===== config.mk =====
export PLATFORM = sky130hd
export DESIGN_NAME = excp_unit
export DESIGN_NICKNAME = d
export VERILOG_FILES = /design/src/rtl/excp_pkg.sv /design/src/rtl/excp_arbiter.sv /design/src/rtl/excp_regs.sv /design/src/rtl/excp_readmux.sv /design/src/rtl/excp_unit.sv
export SDC_FILE = /design/constraint.sdc
export NUM_CORES = 1
export LEC_CHECK = 0
export ABC_AREA = 1
export BUFFER_PORTS_ARGS = -buffer_cell sky130_fd_sc_hd__buf_2
export CAP_MARGIN = 20
export CORE_ASPECT_RATIO = 2
export CORE_MARGIN = 8
export CORE_UTILIZATION = 52
export DETAILED_ROUTE_END_ITERATION = 7
export GPL_ROUTABILITY_DRIVEN = 0
export PLACE_DENSITY_LB_ADDON = 0.25
export SETUP_SLACK_MARGIN = 0.15
export SYNTH_ARGS = -nofsm -noshare
export SYNTH_HDL_FRONTEND = slang
export SYNTH_HIERARCHICAL = 1
export SYNTH_SLANG_ARGS = --single-unit
export TNS_END_PERCENT = 1

===== constraint.sdc =====
create_clock -name clk -period 1.33 [get_ports clk]
set_input_delay 0.399 -clock clk [delete_from_list [all_inputs] [get_ports clk]]
set_output_delay 0.399 -clock clk [all_outputs]
set_load 0.02 [all_outputs]

===== src/rtl/excp_pkg.sv =====
package excp_pkg;
  localparam int unsigned XLEN_D       = 32;
  localparam int unsigned SEL_W_D      = 5;
  localparam int unsigned CAUSE_NUM_D  = 13;
  localparam int unsigned EPC_NUM_D    = 14;
  localparam logic [7:0]  CODE_UNDEF   = 8'h28;
  localparam logic [7:0]  CODE_OVF     = 8'h30;

  typedef enum logic [1:0] {
    FAULT_NONE  = 2'd0,
    FAULT_UNDEF = 2'd1,
    FAULT_OVF   = 2'd2
  } fault_e;
endpackage


===== src/rtl/excp_arbiter.sv =====
module excp_arbiter
  import excp_pkg::*;
#(
  parameter int unsigned XLEN = XLEN_D
) (
  input  logic            undef_req,
  input  logic            ovf_req,
  output logic            take,
  output logic [XLEN-1:0] code
);
  fault_e kind;

  // Undefined opcode outranks overflow.
  always_comb begin
    if (undef_req)    kind = FAULT_UNDEF;
    else if (ovf_req) kind = FAULT_OVF;
    else              kind = FAULT_NONE;
  end

  always_comb begin
    take = (kind != FAULT_NONE);
    unique case (kind)
      FAULT_UNDEF: code = XLEN'(CODE_UNDEF);
      FAULT_OVF:   code = XLEN'(CODE_OVF);
      default:     code = '0;
    endcase
  end
endmodule


===== src/rtl/excp_regs.sv =====
module excp_regs #(
  parameter int unsigned XLEN = 32
) (
  input  logic            clk,
  input  logic            rst,
  input  logic            take,
  input  logic [XLEN-1:0] code,
  input  logic [XLEN-1:0] pc,
  output logic [XLEN-1:0] epc_q,
  output logic [XLEN-1:0] cause_q
);
  always_ff @(posedge clk) begin
    if (rst) begin
      epc_q   <= '0;
      cause_q <= '0;
    end else if (take) begin
      epc_q   <= pc;
      cause_q <= code;
    end
  end
endmodule


===== src/rtl/excp_readmux.sv =====
module excp_readmux #(
  parameter int unsigned XLEN      = 32,
  parameter int unsigned SEL_W     = 5,
  parameter int unsigned CAUSE_NUM = 13,
  parameter int unsigned EPC_NUM   = 14
) (
  input  logic [SEL_W-1:0] sel,
  input  logic [XLEN-1:0]  epc_q,
  input  logic [XLEN-1:0]  cause_q,
  output logic [XLEN-1:0]  data
);
  localparam int unsigned NREG = 1 << SEL_W;

  logic [XLEN-1:0] bank [NREG];

  for (genvar i = 0; i < NREG; i++) begin : g_slot
    if (i == CAUSE_NUM) begin : g_cause
      assign bank[i] = cause_q;
    end else if (i == EPC_NUM) begin : g_epc
      assign bank[i] = epc_q;
    end else begin : g_zero
      assign bank[i] = '0;
    end
  end

  assign data = bank[sel];
endmodule


===== src/rtl/excp_unit.sv =====
module excp_unit
  import excp_pkg::*;
#(
  parameter int unsigned     XLEN      = XLEN_D,
  parameter int unsigned     SEL_W     = SEL_W_D,
  parameter int unsigned     CAUSE_NUM = CAUSE_NUM_D,
  parameter int unsigned     EPC_NUM   = EPC_NUM_D,
  parameter logic [XLEN-1:0] HANDLER   = 32'h8000_0180
) (
  input  logic             clk,
  input  logic             rst,
  input  logic             undef_req,
  input  logic             ovf_req,
  input  logic [XLEN-1:0]  fault_pc,
  input  logic [XLEN-1:0]  pc_next_in,
  output logic [XLEN-1:0]  pc_next_out,
  input  logic             rf_we_in,
  output logic             rf_we_out,
  input  logic [SEL_W-1:0] rd_sel,
  output logic [XLEN-1:0]  rd_data
);
  logic            take;
  logic [XLEN-1:0] code;
  logic [XLEN-1:0] epc_q;
  logic [XLEN-1:0] cause_q;

  excp_arbiter #(.XLEN(XLEN)) u_arb (
    .undef_req(undef_req),
    .ovf_req  (ovf_req),
    .take     (take),
    .code     (code)
  );

  excp_regs #(.XLEN(XLEN)) u_regs (
    .clk    (clk),
    .rst    (rst),
    .take   (take),
    .code   (code),
    .pc     (fault_pc),
    .epc_q  (epc_q),
    .cause_q(cause_q)
  );

  excp_readmux #(
    .XLEN(XLEN), .SEL_W(SEL_W), .CAUSE_NUM(CAUSE_NUM), .EPC_NUM(EPC_NUM)
  ) u_rd (
    .sel    (rd_sel),
    .epc_q  (epc_q),
    .cause_q(cause_q),
    .data   (rd_data)
  );

  assign pc_next_out = take ? HANDLER : pc_next_in;
  assign rf_we_out   = rf_we_in & ~take;
endmodule


# After elaboration in Yosys (flattened, before gate mapping)
# Index checks and enable logic that the tools add are counted.
[word_totals]
reg_bits = 64
latchBits = 0
ramBits = 0
rom_bits = 0
input_bits = 74
mem_count = 0
[op_classes]
addsub = 0
multipliers = 0
n_div = 0
n_lt_le_gt_ge = 1
n_eq_ne = 2
shifts = 0
mux = 7
n_bitwise = 3
n_reduce_logical = 1
[ops]
columns = ["op", "count"]
rows = [
  ["binary-select mux 32 bit (select 5 bit)", 1],
  ["two-way mux 32 bit", 3],
  ["case mux 6 bit (2 select lines)", 1],
  [">= comparator 6 bit (second input constant)", 1],
  ["NOT 5 -> 6 bit", 1],
  ["two-way mux 2 bit", 2],
  ["== test 2 x 1 -> 1 bit (second input constant)", 1],
  ["== test 2 bit (second input constant)", 1],
  ["nonzero test 2 bit", 1],
  ["AND 1 bit", 1],
  ["NOT 1 bit", 1],
]

# Longest topological paths before layout
# Gate-level depths: netlist (run 1).
[depth]
ltp_word = 5
ltp_mapped = 7
mapped_depth_nobuf = 6

# Cells and area by module
# The synthesis (run 1) kept the hierarchy.
[by_module_without_submodules]
columns = ["mod", "instances", "cells_each", "area_per_inst_um2"]
rows = [
  ["excp_regs", 1, 405, 2666.3],
  ["excp_readmux", 1, 180, 960.9],
  ["excp_unit", 1, 70, 285.3],
  ["excp_arbiter", 1, 36, 247.7],
]

# Worst setup path after synthesis (run 1)
# No wires, ideal clock.
[synth_timing]
path_type = "input to output"
startpoint = "input ovf_req"
endpoint = "output pc_next_out[0]"
t_arrival_ns = 1.088
setup_slack_ns = -0.157
path_stages = 4
path_cell_list = "inv_1 -> nand2_1 -> buf_6 -> nor2_1"
[synth_between]
elab_chain_cells = 4
[synth_rtl]
columns = ["item", "line_no", "text"]
rows = [
  ["start, declared", "excp_unit.sv:13", "input logic ovf_req,"],
  ["two-way mux 2 bit", "excp_arbiter.sv:16", "else if (ovf_req) kind = FAULT_OVF;"],
  ["two-way mux 2 bit", "excp_arbiter.sv:15", "if (undef_req) kind = FAULT_UNDEF;"],
  ["nonzero test 2 bit", "excp_arbiter.sv:21", "take = (kind != FAULT_NONE);"],
  ["named net take", "excp_unit.sv:22", "logic take;"],
  ["two-way mux 32 bit", "excp_unit.sv:53", "assign pc_next_out = take ? HANDLER : pc_next_in;"],
  ["end, declared", "excp_unit.sv:16", "output logic [XLEN-1:0] pc_next_out,"],
]
# The timed path passes the listed nets, and every way through them passes these cells.

# Worst setup path after layout (run 1)
[layout_timing]
startpoint = "input rd_sel[3]"
endpoint = "output rd_data[9]"
[layout_between]
elab_chain_cells = 4
[layout_rtl]
columns = ["item", "line_no", "text"]
rows = [
  ["start, declared", "excp_unit.sv:19", "input logic [SEL_W-1:0] rd_sel,"],
  ["NOT 5 -> 6 bit (not written as such)", "excp_readmux.sv:26", "assign data = bank[sel];"],
  ["binary-select mux 32 bit (select 5 bit)", "excp_readmux.sv:26", ""],
  ["two-way mux 32 bit (not written as such) (2 in a row)", "excp_readmux.sv:26", ""],
  ["end, declared", "excp_unit.sv:20", "output logic [XLEN-1:0] rd_data"],
]
# No other way between the ends. The select of a mux whose other input is x is not followed.

==> impl_results.md, run 1 <==
- Hold Fails Final Rpt: 0
- Fill count: roughly 660
- Die area: 11290 sq um
- Routed Antenna Nets: 0
- Comb pwr share: between 20% and 30%
- First-pass GRT wire length: around 19000 um
- Worst path required time: 0.93 ns
- Synth Area in Adders: 0%
- Reg2Reg Launch Point: u_regs/epc_q[22]$_SDFFE_PP0P_
- Minimum clock period: 1.650 ns
- Synthesized cell area: 4160 sq um
- Crit path launch type: input pin
- Worst-path clk slew: 0.06 ns
- Buffers on Ports: 138
- DP Worst Slack: -0.3751 ns
- Failing checks: setup timing
- Synth Area per Inst: 6.021 sq um
- Reg2Reg Depth: 2
- Total negative slack: -11.93 ns
- Register share of total power: 37.7%
- Clk_skew: 0 ns
- Pin count of the biggest net entering global routing: roughly 90
- Synth top area share: 30.80%
- Worst R2R Setup Slack: 0.71 ns
- Post-CTS Setup Inserts: 0
- Sink Count: 64
- Int Pwr: about 0.0041 W
- Vias in the first global route: 4016
- CTS tree: built
- Status: complete, but fails checks
- Mux cell area share after synthesis: 0%
- Worst skew pair latency: 0.32 ns
- Final setup margin: -0.3197 ns
- Post-Place Cells: roughly 900
- Hold crit path type: in -> reg
- Hold Path Sink: u_regs/epc_q[21]$_SDFFE_PP0P_
- Cells after Synth: ~690
- CTS HTree Levels: 3
- Max-cap violations: 0
- Most frequent cells in the layout: nand2_1, nor2_1, inv_1
- Synth Area in Compound Gates: 3.850%
- Synth area leader: dfxtp_1
- Switching share of power: 28.39%
- Height of the die: 142.5 um
- Final wirelength: 11580 um
- Hold path cells: 5
- Pins Over Slew Limit: 0
- CP max FO: 16
- Unique cell type count in the Yosys netlist: 15
- Initial antenna violation count: 0
- N_diodes: 0
- Pwr Density: 981.2 nW/um^2
- Ys Warns: 6
- Design Power: roughly 0.0057 W
- Grt ovf: 0
- DR iter-0 viols: 211
- RSZ-0062 raised after global routing: true
- Hold_ws: 0.3532 ns
- Reg area: between 1000 and 1500 sq um
- Hold-fix buffers, CTS: 0
- Post-Synth XOR/XNOR Area: 0%
- Dpl hpwl: 8155 um
- Fraction of layout cells with a size suffix above 1: 34.22%
- Clock power frac: 41.4%
- Yosys reg bits: 64
- Post-Synth Simple-Gate Area: 41.65%
- Initial Util: a little over half
- Multi-input logic area: 2421 sq um
- CTS Buffer Depth: 2
- DR WL/cell: 12.58 um
- Leak Pwr: 3.067 nW
- CTS Buf Count: 9
- Largest family of logic cells by synthesized area: simple AND/OR/NAND/NOR gates
- Tot GR Track Use: 21.13%
- Crit. End Element: output pin
- Die Wd: 79.25 um
- Critical path data arrival time: roughly 1.3 ns
- Row cnt: 46
- Period Utilization, post-route: 124.0%
- CTS root buf: clkbuf_16
- Setup CP Type: in -> out
- VDD IR max: between 900 and 1000 uV
- Post-route DRC: 0
- Post-route insts no fill: between 900 and 1000
- Fmax: 606.2 MHz
- HP Start: fault_pc[21]
- Vias per cell: 4.449
- Via Count: 4093
- # setup viols final: 62
- Reg2reg end: u_regs/epc_q[22]$_SDFFE_PP0P_
- Psw: 0.001626 W
- Num ports: between 100 and 150
- Leading cell type in the layout, fill and taps excluded: nand2_1
- First-pass detailed-route iteration total: 6
- Layout area overhead: 40.36%
- Top cells by area, synth: dfxtp_1, nand2_1, nor2_1, inv_1, buf_4
- Post-synthesis sequential area ratio: 30.80%
- CORE AREA: between 7000 and 8000 sq um
- Final nets: 893
## flip-flops by register name, indices dropped and copies added, names as in the netlist
register,count
u_regs/epc_q,32
u_regs/cause_q,32
## power groups by stage
stage / combinational, W / clock, W / sequential [W]
3_3_place_gp: 0.00108 / 0 / 0.00219
4_1_cts: 0.00117 / 0.00242 / 0.00216
5_1_grt: 0.00133 / 0.00252 / 0.00218
3_5_place_dp: 0.00109 / 0 / 0.00220
6_report: 0.00119 / 0.00237 / 0.00216
2_1_floorplan: 0.000887 / 0 / 0.00216
## how the worst max path moves through the flow
stage	startpoint	end	slack (ns)	cells after the start
floorplan	rd_sel[0]	rd_data[10]	-0.07	7
global placement	rd_sel[0]	rd_data[6]	-0.35	7
detailed placement	rd_sel[0]	rd_data[17]	-0.38	7
CTS	rd_sel[2]	rd_data[17]	-0.31	7
global route	rd_sel[2]	rd_data[15]	-0.36	7
finish	rd_sel[3]	rd_data[9]	-0.32	7
## cells in the mapped netlist
cell / number
nand2_1: 199
nor2_1: 161
inv_1: 100
dfxtp_1: 64
buf_4: 37
a21oi_1: 32
nor2_2: 31
nand2_2: 30
buf_6: 16
buf_2: 14
buf_12: 3
clkbuf_1: 1
conb_1: 1
inv_2: 1
inv_8: 1
## metrics by stage
| stage | instance area, sq um | utilization, % |
|---|---|---|
| 2_1_floorplan | 4646 | - |
| 3_5_place_dp | 5155 | 65.86 |
| 5_1_grt | 5839 | 74.60 |
| 4_1_cts | 5749 | 73.45 |
| 3_3_place_gp | 5155 | 65.86 |
| 6_report | 5839 | 74.60 |
## layout make-up
type / count / area share, %
Clock buffer: 11 / 4.328
Clock inverter: 5 / 0.9428
Inverter: 102 / 6.900
Multi-Input combinational cell: 482 / 41.46
Sequential cell: 64 / 21.96
Tap cell: 96 / 2.057
Timing Repair Buffer: 160 / 22.35
## critical path, cell delays in order
cell and delay, ns:
buf_2 0.08, nand2_1 0.07, nor2_4 0.17, clkbuf_16 0.21
nand2_1 0.10, nor2_4 0.10, buf_6 0.12
## layer usage
layer / global-route usage (%) / routed length [um] / up-vias
met5: 0 / 0 / -
met4: 7.768 / 212 / 0
met3: 5.380 / 593 / 15
met2: 37.48 / 6212 / 103
met1: 23.09 / 4559 / 1805
li1: - / - / 2170
## repair_timing
action,4_1_cts,5_1_grt
pin swaps,23,0
hold endpoints to repair,0,0
setup endpoints to repair,66,67
cloned,0,1
resized for setup,96,21
## cell families after synthesis
logic type | after synthesis
flip-flops | 64
buffers and inverters | 173
AO/OA/AOI/OAI | 32
AND/OR/NAND/NOR | 421
other | 1
No activity file was read; power rests on OpenSTA's default activity.
==> run 2: changes to the inputs <==
CELL_PAD_IN_SITES_DETAIL_PLACEMENT = 1   (was default)
CELL_PAD_IN_SITES_GLOBAL_PLACEMENT = 2   (was default)
CORE_UTILIZATION = 26   (was 52)
CTS_BUF_LIST = sky130_fd_sc_hd__clkbuf_8   (was default)
GPL_TIMING_DRIVEN = 0   (was default)
==> impl_results.md, run 2 (synthesis results as in run 1) <==
- Buffers on Ports: 136 (was 138)
- Setup CP Type: in -> out (unchanged)
- Worst setup path endpoint: rd_data[0] (was rd_data[9])
- Vias per cell: 4.035 (was 4.449)
- First-pass detailed-route iteration total: 4 (was 6)
- Final nets: 945 (was 893)
- Hold_ws: 0.3287 ns (was 0.3532 ns)
- Via Count: 4346 (was 4093)
- Fmax: 616.7 MHz (was 606.2 MHz)
- Num ports: 139 (unchanged)
- Reg2Reg Launch Point: u_regs/epc_q[26]$_SDFFE_PP0P_ (was u_regs/epc_q[22]$_SDFFE_PP0P_)
- Max-cap violations: 0 (unchanged)
- CTS HTree Levels: 3 (unchanged)
- DR WL/cell: 14.27 um (was 12.58 um)
- Critical path data arrival time: 1.22 ns (was 1.25 ns)
- Die area: 20550 sq um (was 11290 sq um)
- CTS Buf Count: 9 (unchanged)
- Final setup margin: -0.2917 ns (was -0.3197 ns)
- Period Utilization, post-route: 121.9% (was 124.0%)
- Crit. End Element: output pin (unchanged)
- CTS tree: built (unchanged)
- Layout area overhead: 53.38% (was 40.36%)
- Worst R2R Setup Slack: 0.71 ns (about the same)
- Final wirelength: 15370 um (was 11580 um)
- Fraction of layout cells with a size suffix above 1: 44.98% (was 34.22%)
- Met2 WL: 8953 um (was 6212 um)
- Grt ovf: 0 (unchanged)
- N_diodes: 0 (unchanged)
- CORE AREA: 15700 sq um (was 7828 sq um)
- Dpl hpwl: 12630 um (was 8155 um)
- Worst-path clk slew: 0.07 ns (was 0.06 ns)
- Routed Antenna Nets: 0 (unchanged)
- # setup viols final: 65 (was 62)
- Failing checks: setup timing (unchanged)
- Most frequent cells in the layout: nand2_1, nor2_1, buf_2 (was nand2_1, nor2_1, inv_1)
- Minimum clock period: 1.622 ns (was 1.650 ns)
- Pin count of the biggest net entering global routing: 12 (was 89)
- Reg2reg end: u_regs/epc_q[26]$_SDFFE_PP0P_ (was u_regs/epc_q[22]$_SDFFE_PP0P_)
- VDD IR max: 405.4 uV (was 962.3 uV)
- Vias in the first global route: 4714 (was 4016)
- Hold Fails Final Rpt: 0 (unchanged)
- CTS Buffer Depth: 2 (unchanged)
- Post-route DRC: 0 (unchanged)
- Clk_skew: 0 ns (unchanged)
- Hold crit path type: in -> reg (unchanged)
- CTS root buf: clkbuf_8 (was clkbuf_16)
- Height of the die: 194.9 um (was 142.5 um)
- Setup crit start: rd_sel[2] (was rd_sel[3])
- Biggest regs: u_regs/cause_q: 32 flops, u_regs/epc_q: 32 flops (unchanged)
- CP max FO: 8 (was 16)
- Highest Signal Layer: met4 (unchanged)
- WL met1: 5456 um (was 4559 um)
- Row cnt: 65 (was 46)
- Cell area after layout: 6381 sq um (was 5839 sq um)
- Design Power: 0.005033 W (was 0.005730 W)
- Leak Pwr: 3.347 nW (was 3.067 nW)
- Hold-fix buffers, CTS: 0 (unchanged)
- Initial antenna violation count: 0 (unchanged)
- Worst skew pair latency: 0.36 ns (was 0.32 ns)
- Initial Util: 26.50% (was 53.15%)
- Reg2Reg Depth: 2 (unchanged)
- DR iter-0 viols: 107 (was 211)
- Status: complete, but fails checks (unchanged)
- Crit path launch type: input pin (unchanged)
- First-pass GRT wire length: 24340 um (was 19020 um)
- Pins Over Slew Limit: 0 (unchanged)
- Tot GR Track Use: 15.11% (was 21.13%)
- Length of routed met3 wiring: 761 um (was 593 um)
- RSZ-0062 raised after global routing: true (unchanged)
- Placed Area: 5578 sq um (was 5155 sq um)
- Leading cell type in the layout, fill and taps excluded: nand2_1 (unchanged)
- Sink Count: 64 (unchanged)
- Worst path required time: 0.93 ns (about the same)
- Pwr Density: 788.7 nW/um^2 (was 981.2 nW/um^2)
- Die Wd: 105.4 um (was 79.25 um)
run 2: changes by cell type in the layout (fill, tap and decap cells not counted), sizes merged:
cell and delta:
buf +48, bufinv -1, clkbuf +2, clkinv +1, inv +2
run 2: layout make-up:
class,instances,area (sq um)
Fill cell,2074,9315
Multi-Input combinational cell,482,2625
Sequential cell,64,1301
Timing Repair Buffer,141,985.9
Buffer,71,661.9
Inverter,102,390.4
Tap cell,201,251.5
Clock buffer,9,123.9
Clock inverter,7,41.29
run 2: how the worst min path moves through the flow:
stage                                          from                              end  cells past startpoint
floorplan            u_regs/cause_q[0]$_SDFFE_PP0P_   u_regs/cause_q[0]$_SDFFE_PP0P_                      2
global placement     u_regs/cause_q[0]$_SDFFE_PP0P_   u_regs/cause_q[0]$_SDFFE_PP0P_                      2
detailed placement  u_regs/cause_q[15]$_SDFFE_PP0P_  u_regs/cause_q[15]$_SDFFE_PP0P_                      2
CTS                                    fault_pc[23]    u_regs/epc_q[23]$_SDFFE_PP0P_                      5
global route                            fault_pc[7]     u_regs/epc_q[7]$_SDFFE_PP0P_                      5
finish                                 fault_pc[23]    u_regs/epc_q[23]$_SDFFE_PP0P_                      5
run 2: power by group:
group | switching, W | total [W] | internal, W
registers | 0.000118 | 0.00218 | 0.00206
logic | 0.000786 | 0.00137 | 0.000588
clock network | 0.000819 | 0.00148 | 0.000658
run 2: critical path, stage by stage:
cell and delay (ns):
buf_6 0.07, nand2_4 0.04, nor2_4 0.10, buf_12 0.15, buf_8 0.14, nand2_2 0.08
nor2_4 0.10, buf_6 0.13
run 2: through the flow:
step                setup WS [ns]  TNS [ns]  instances  utilization (%)
global route              -0.3218    -18.54       1077            40.65
floorplan                -0.07364    -4.410        719                -
detailed placement        -0.6407    -61.39       1056            35.54
CTS                       -0.3073    -16.84       1076            39.16
finish                    -0.2917    -15.44       1077            40.65
global placement          -0.6045    -58.64       1056            35.54
run 2: what timing repair did:
action                                  4_1_cts  5_1_grt
gates cloned                                  2        1
endpoints found under the hold margin         0        0
endpoints found under the setup margin      129       99
pin swaps                                     7       12
setup buffers                                 2        0
resized for setup                           120       63
run 2: routing by layer:
| metal | up-vias | track usage, % |
|---|---|---|
| met5 | - | 0 |
| met4 | 0 | 5.059 |
| met3 | 10 | 3.777 |
| met2 | 101 | 30.79 |
| met1 | 1961 | 13.55 |
| li1 | 2274 | - |
==> run 3: changes to the inputs <==
CORE_MARGIN = default   (was 8)
PLACE_DENSITY = 0.86   (was default)
PLACE_DENSITY_LB_ADDON = default   (was 0.25)
==> impl_results.md, run 3 (synthesis results as in run 1) <==
- Crit-path slowest cell: clkbuf_16 (was buf_12)
- HP Start: fault_pc[17] (was fault_pc[23])
- Failing checks: setup timing (unchanged)
- CP max FO: 8 (unchanged)
- Row cnt: 65 (unchanged)
- Crit path launch type: input pin (unchanged)
- Fill count: 2081 (was 2074)
- CTS root buf: clkbuf_8 (unchanged)
- # setup viols final: 65 (unchanged)
- Reg2reg end: u_regs/epc_q[4]$_SDFFE_PP0P_ (was u_regs/epc_q[26]$_SDFFE_PP0P_)
- Most frequent cells in the layout: nand2_1, nor2_1, buf_2 (unchanged)
- Post-route DRC: 0 (unchanged)
- VDD IR max: 443.7 uV (was 405.4 uV)
- Reg2Reg Launch Point: u_regs/epc_q[4]$_SDFFE_PP0P_ (was u_regs/epc_q[26]$_SDFFE_PP0P_)
- Buffers on Ports: 136 (unchanged)
- Die Wd: 91.45 um (was 105.4 um)
- Reg area: 1281 sq um (was 1301 sq um)
- Vias per cell: 3.956 (was 4.035)
- Core Util, Final: 39.67% (was 40.65%)
- Placed Area: 5578 sq um (unchanged)
- Post-route insts no fill: 1077 (unchanged)
- Leading cell type in the layout, fill and taps excluded: nand2_1 (unchanged)
- Dpl hpwl: 11090 um (was 12630 um)
- Grt ovf: 0 (unchanged)
- Worst-path clk slew: 0.08 ns (was 0.07 ns)
- Worst path required time: 0.93 ns (about the same)
- Total negative slack: -16.85 ns (was -15.44 ns)
- Max-cap violations: 0 (unchanged)
- Met1 Usage GRT: 17.23% (was 13.55%)
- Post-Place Cells: 1056 (unchanged)
- Biggest regs: u_regs/cause_q: 32 flops, u_regs/epc_q: 32 flops (unchanged)
- First-pass GRT wire length: 22200 um (was 24340 um)
- Reg2Reg Depth: 2 (unchanged)
- Critical path data arrival time: 1.24 ns (was 1.22 ns)
- Period Utilization, post-route: 123.4% (was 121.9%)
- CTS Buf Count: 9 (unchanged)
- Met3 usage: 2.694% (was 3.777%)
- Sink Count: 64 (unchanged)
- Num ports: 139 (unchanged)
- Initial Util: 26.50% (unchanged)
- Leak Pwr: 3.306 nW (was 3.347 nW)
- Crit. End Element: output pin (unchanged)
- Fmax: 609.1 MHz (was 616.7 MHz)
- Fraction of layout cells with a size suffix above 1: 39.16% (was 44.98%)
- Critical path, cell by cell: buf_8 -> nand2_4 -> nor2_4 -> buf_12 -> clkbuf_16 -> nand2_2 -> nor2_4 -> buf_6 (was buf_6 -> nand2_4 -> nor2_4 -> buf_12 -> buf_8 -> nand2_2 -> nor2_4 -> buf_6)
- RSZ-0062 raised after global routing: true (unchanged)
- CTS tree: built (unchanged)
- Hold Fails Final Rpt: 0 (unchanged)
- CTS Buffer Depth: 2 (unchanged)
- Minimum clock period: 1.642 ns (was 1.622 ns)
- First-pass detailed-route iteration total: 4 (unchanged)
- Tot GR Track Use: 17.33% (was 15.11%)
- Height of the die: 180.9 um (was 194.9 um)
- DR iter-0 viols: 75 (was 107)
- Hold crit path type: in -> reg (unchanged)
- CTS HTree Levels: 3 (unchanged)
- Status: complete, but fails checks (unchanged)
- Worst skew pair latency: 0.35 ns (was 0.36 ns)
- CORE AREA: 15700 sq um (unchanged)
- Routed Antenna Nets: 0 (unchanged)
- Initial antenna violation count: 0 (unchanged)
- Pwr Density: 860.4 nW/um^2 (was 788.7 nW/um^2)
- Setup crit start: rd_sel[3] (was rd_sel[2])
- Multi-input logic area: 2476 sq um (was 2625 sq um)
- Hold_ws: 0.3297 ns (was 0.3287 ns)
- Final setup margin: -0.3118 ns (was -0.2917 ns)
- Hold Path Sink: u_regs/epc_q[17]$_SDFFE_PP0P_ (was u_regs/epc_q[23]$_SDFFE_PP0P_)
- N_diodes: 0 (unchanged)
- Crit path largest cell delay: 0.17 ns (was 0.15 ns)
- Most used cell, CP: nor2_4
- Clk_skew: 0 ns (unchanged)
- Setup CP Type: in -> out (unchanged)
- Final nets: 946 (was 945)
- DR WL/cell: 12.75 um (was 14.27 um)
- Worst R2R Setup Slack: 0.71 ns (about the same)
- Final wirelength: 13730 um (was 15370 um)
- Vias in the first global route: 4345 (was 4714)
- Grt peak-use layer: met2 (unchanged)
- Hold path cells: 5 (unchanged)
- Cell area after layout: 6227 sq um (was 6381 sq um)
- Pins Over Slew Limit: 0 (unchanged)
- Pin count of the biggest net entering global routing: 12 (unchanged)
- Via Count: 4261 (was 4346)
- Die area: 16540 sq um (was 20550 sq um)
- Global routing usage on met2: 34.89% (was 30.79%)
- Layout area overhead: 49.68% (was 53.38%)
[run 3: changes by cell type in the layout (fill, tap and decap cells not counted), sizes merged]
cell / delta
bufinv: +2
inv: -2
buf: +1
clkbuf: +1
clkinv: -1
clkinvlp: -1
[run 3: worst max-delay path by stage]
stage,endpoint,cells past startpoint
detailed placement,rd_data[25],7
CTS,rd_data[29],8
global route,rd_data[7],8
finish,rd_data[7],8
global placement,rd_data[25],7
floorplan,rd_data[10],7
[run 3: area by class of cell]
cell class	count	share of cell area [%]
Clock inverter	5	1.306
Tap cell	201	4.039
Multi-Input combinational cell	482	39.76
Buffer	71	10.03
Timing Repair Buffer	142	15.81
Inverter	102	6.269
Clock buffer	10	2.210
Sequential cell	64	20.57
[run 3: critical path, delay by kind of cell]
family	cells	cell delay, ns
AND/OR/NAND/NOR	4	0.29
buffers and inverters	4	0.53
[run 3: routing by layer]
layer / vias up / wire (um) / part of all wire [%]
met5: - / 0 / 0
met1: 1882 / 4938 / 36
met4: 0 / 282 / 2.1
met3: 13 / 498 / 3.6
li1: 2278 / - / -
met2: 88 / 8013 / 58
[run 3: power breakdown]
group	internal (W)	switching (W)
clock network	0.00110	0.000809
logic	0.000557	0.000747
registers	0.00206	0.0000918
total	0.00371	0.00165
[run 3: what timing repair did]
| action | 4_1_cts | 5_1_grt |
|---|---|---|
| hold buffers | 0 | 0 |
| setup buffers | 3 | 0 |
| resized for setup | 63 | 41 |
| gates cloned | 1 | 2 |
| pin swaps | 2 | 9 |
| endpoints found under the setup margin | 123 | 65 |
[run 3: stage by stage]
stage	setup WS, ns	total power, W
after floorplan	-0.07364	0.003051
after detailed placement	-0.5931	0.003407
after CTS	-0.3632	0.005362
after global routing	-0.3563	0.005676
after global placement	-0.5705	0.003388
final	-0.3118	0.005358
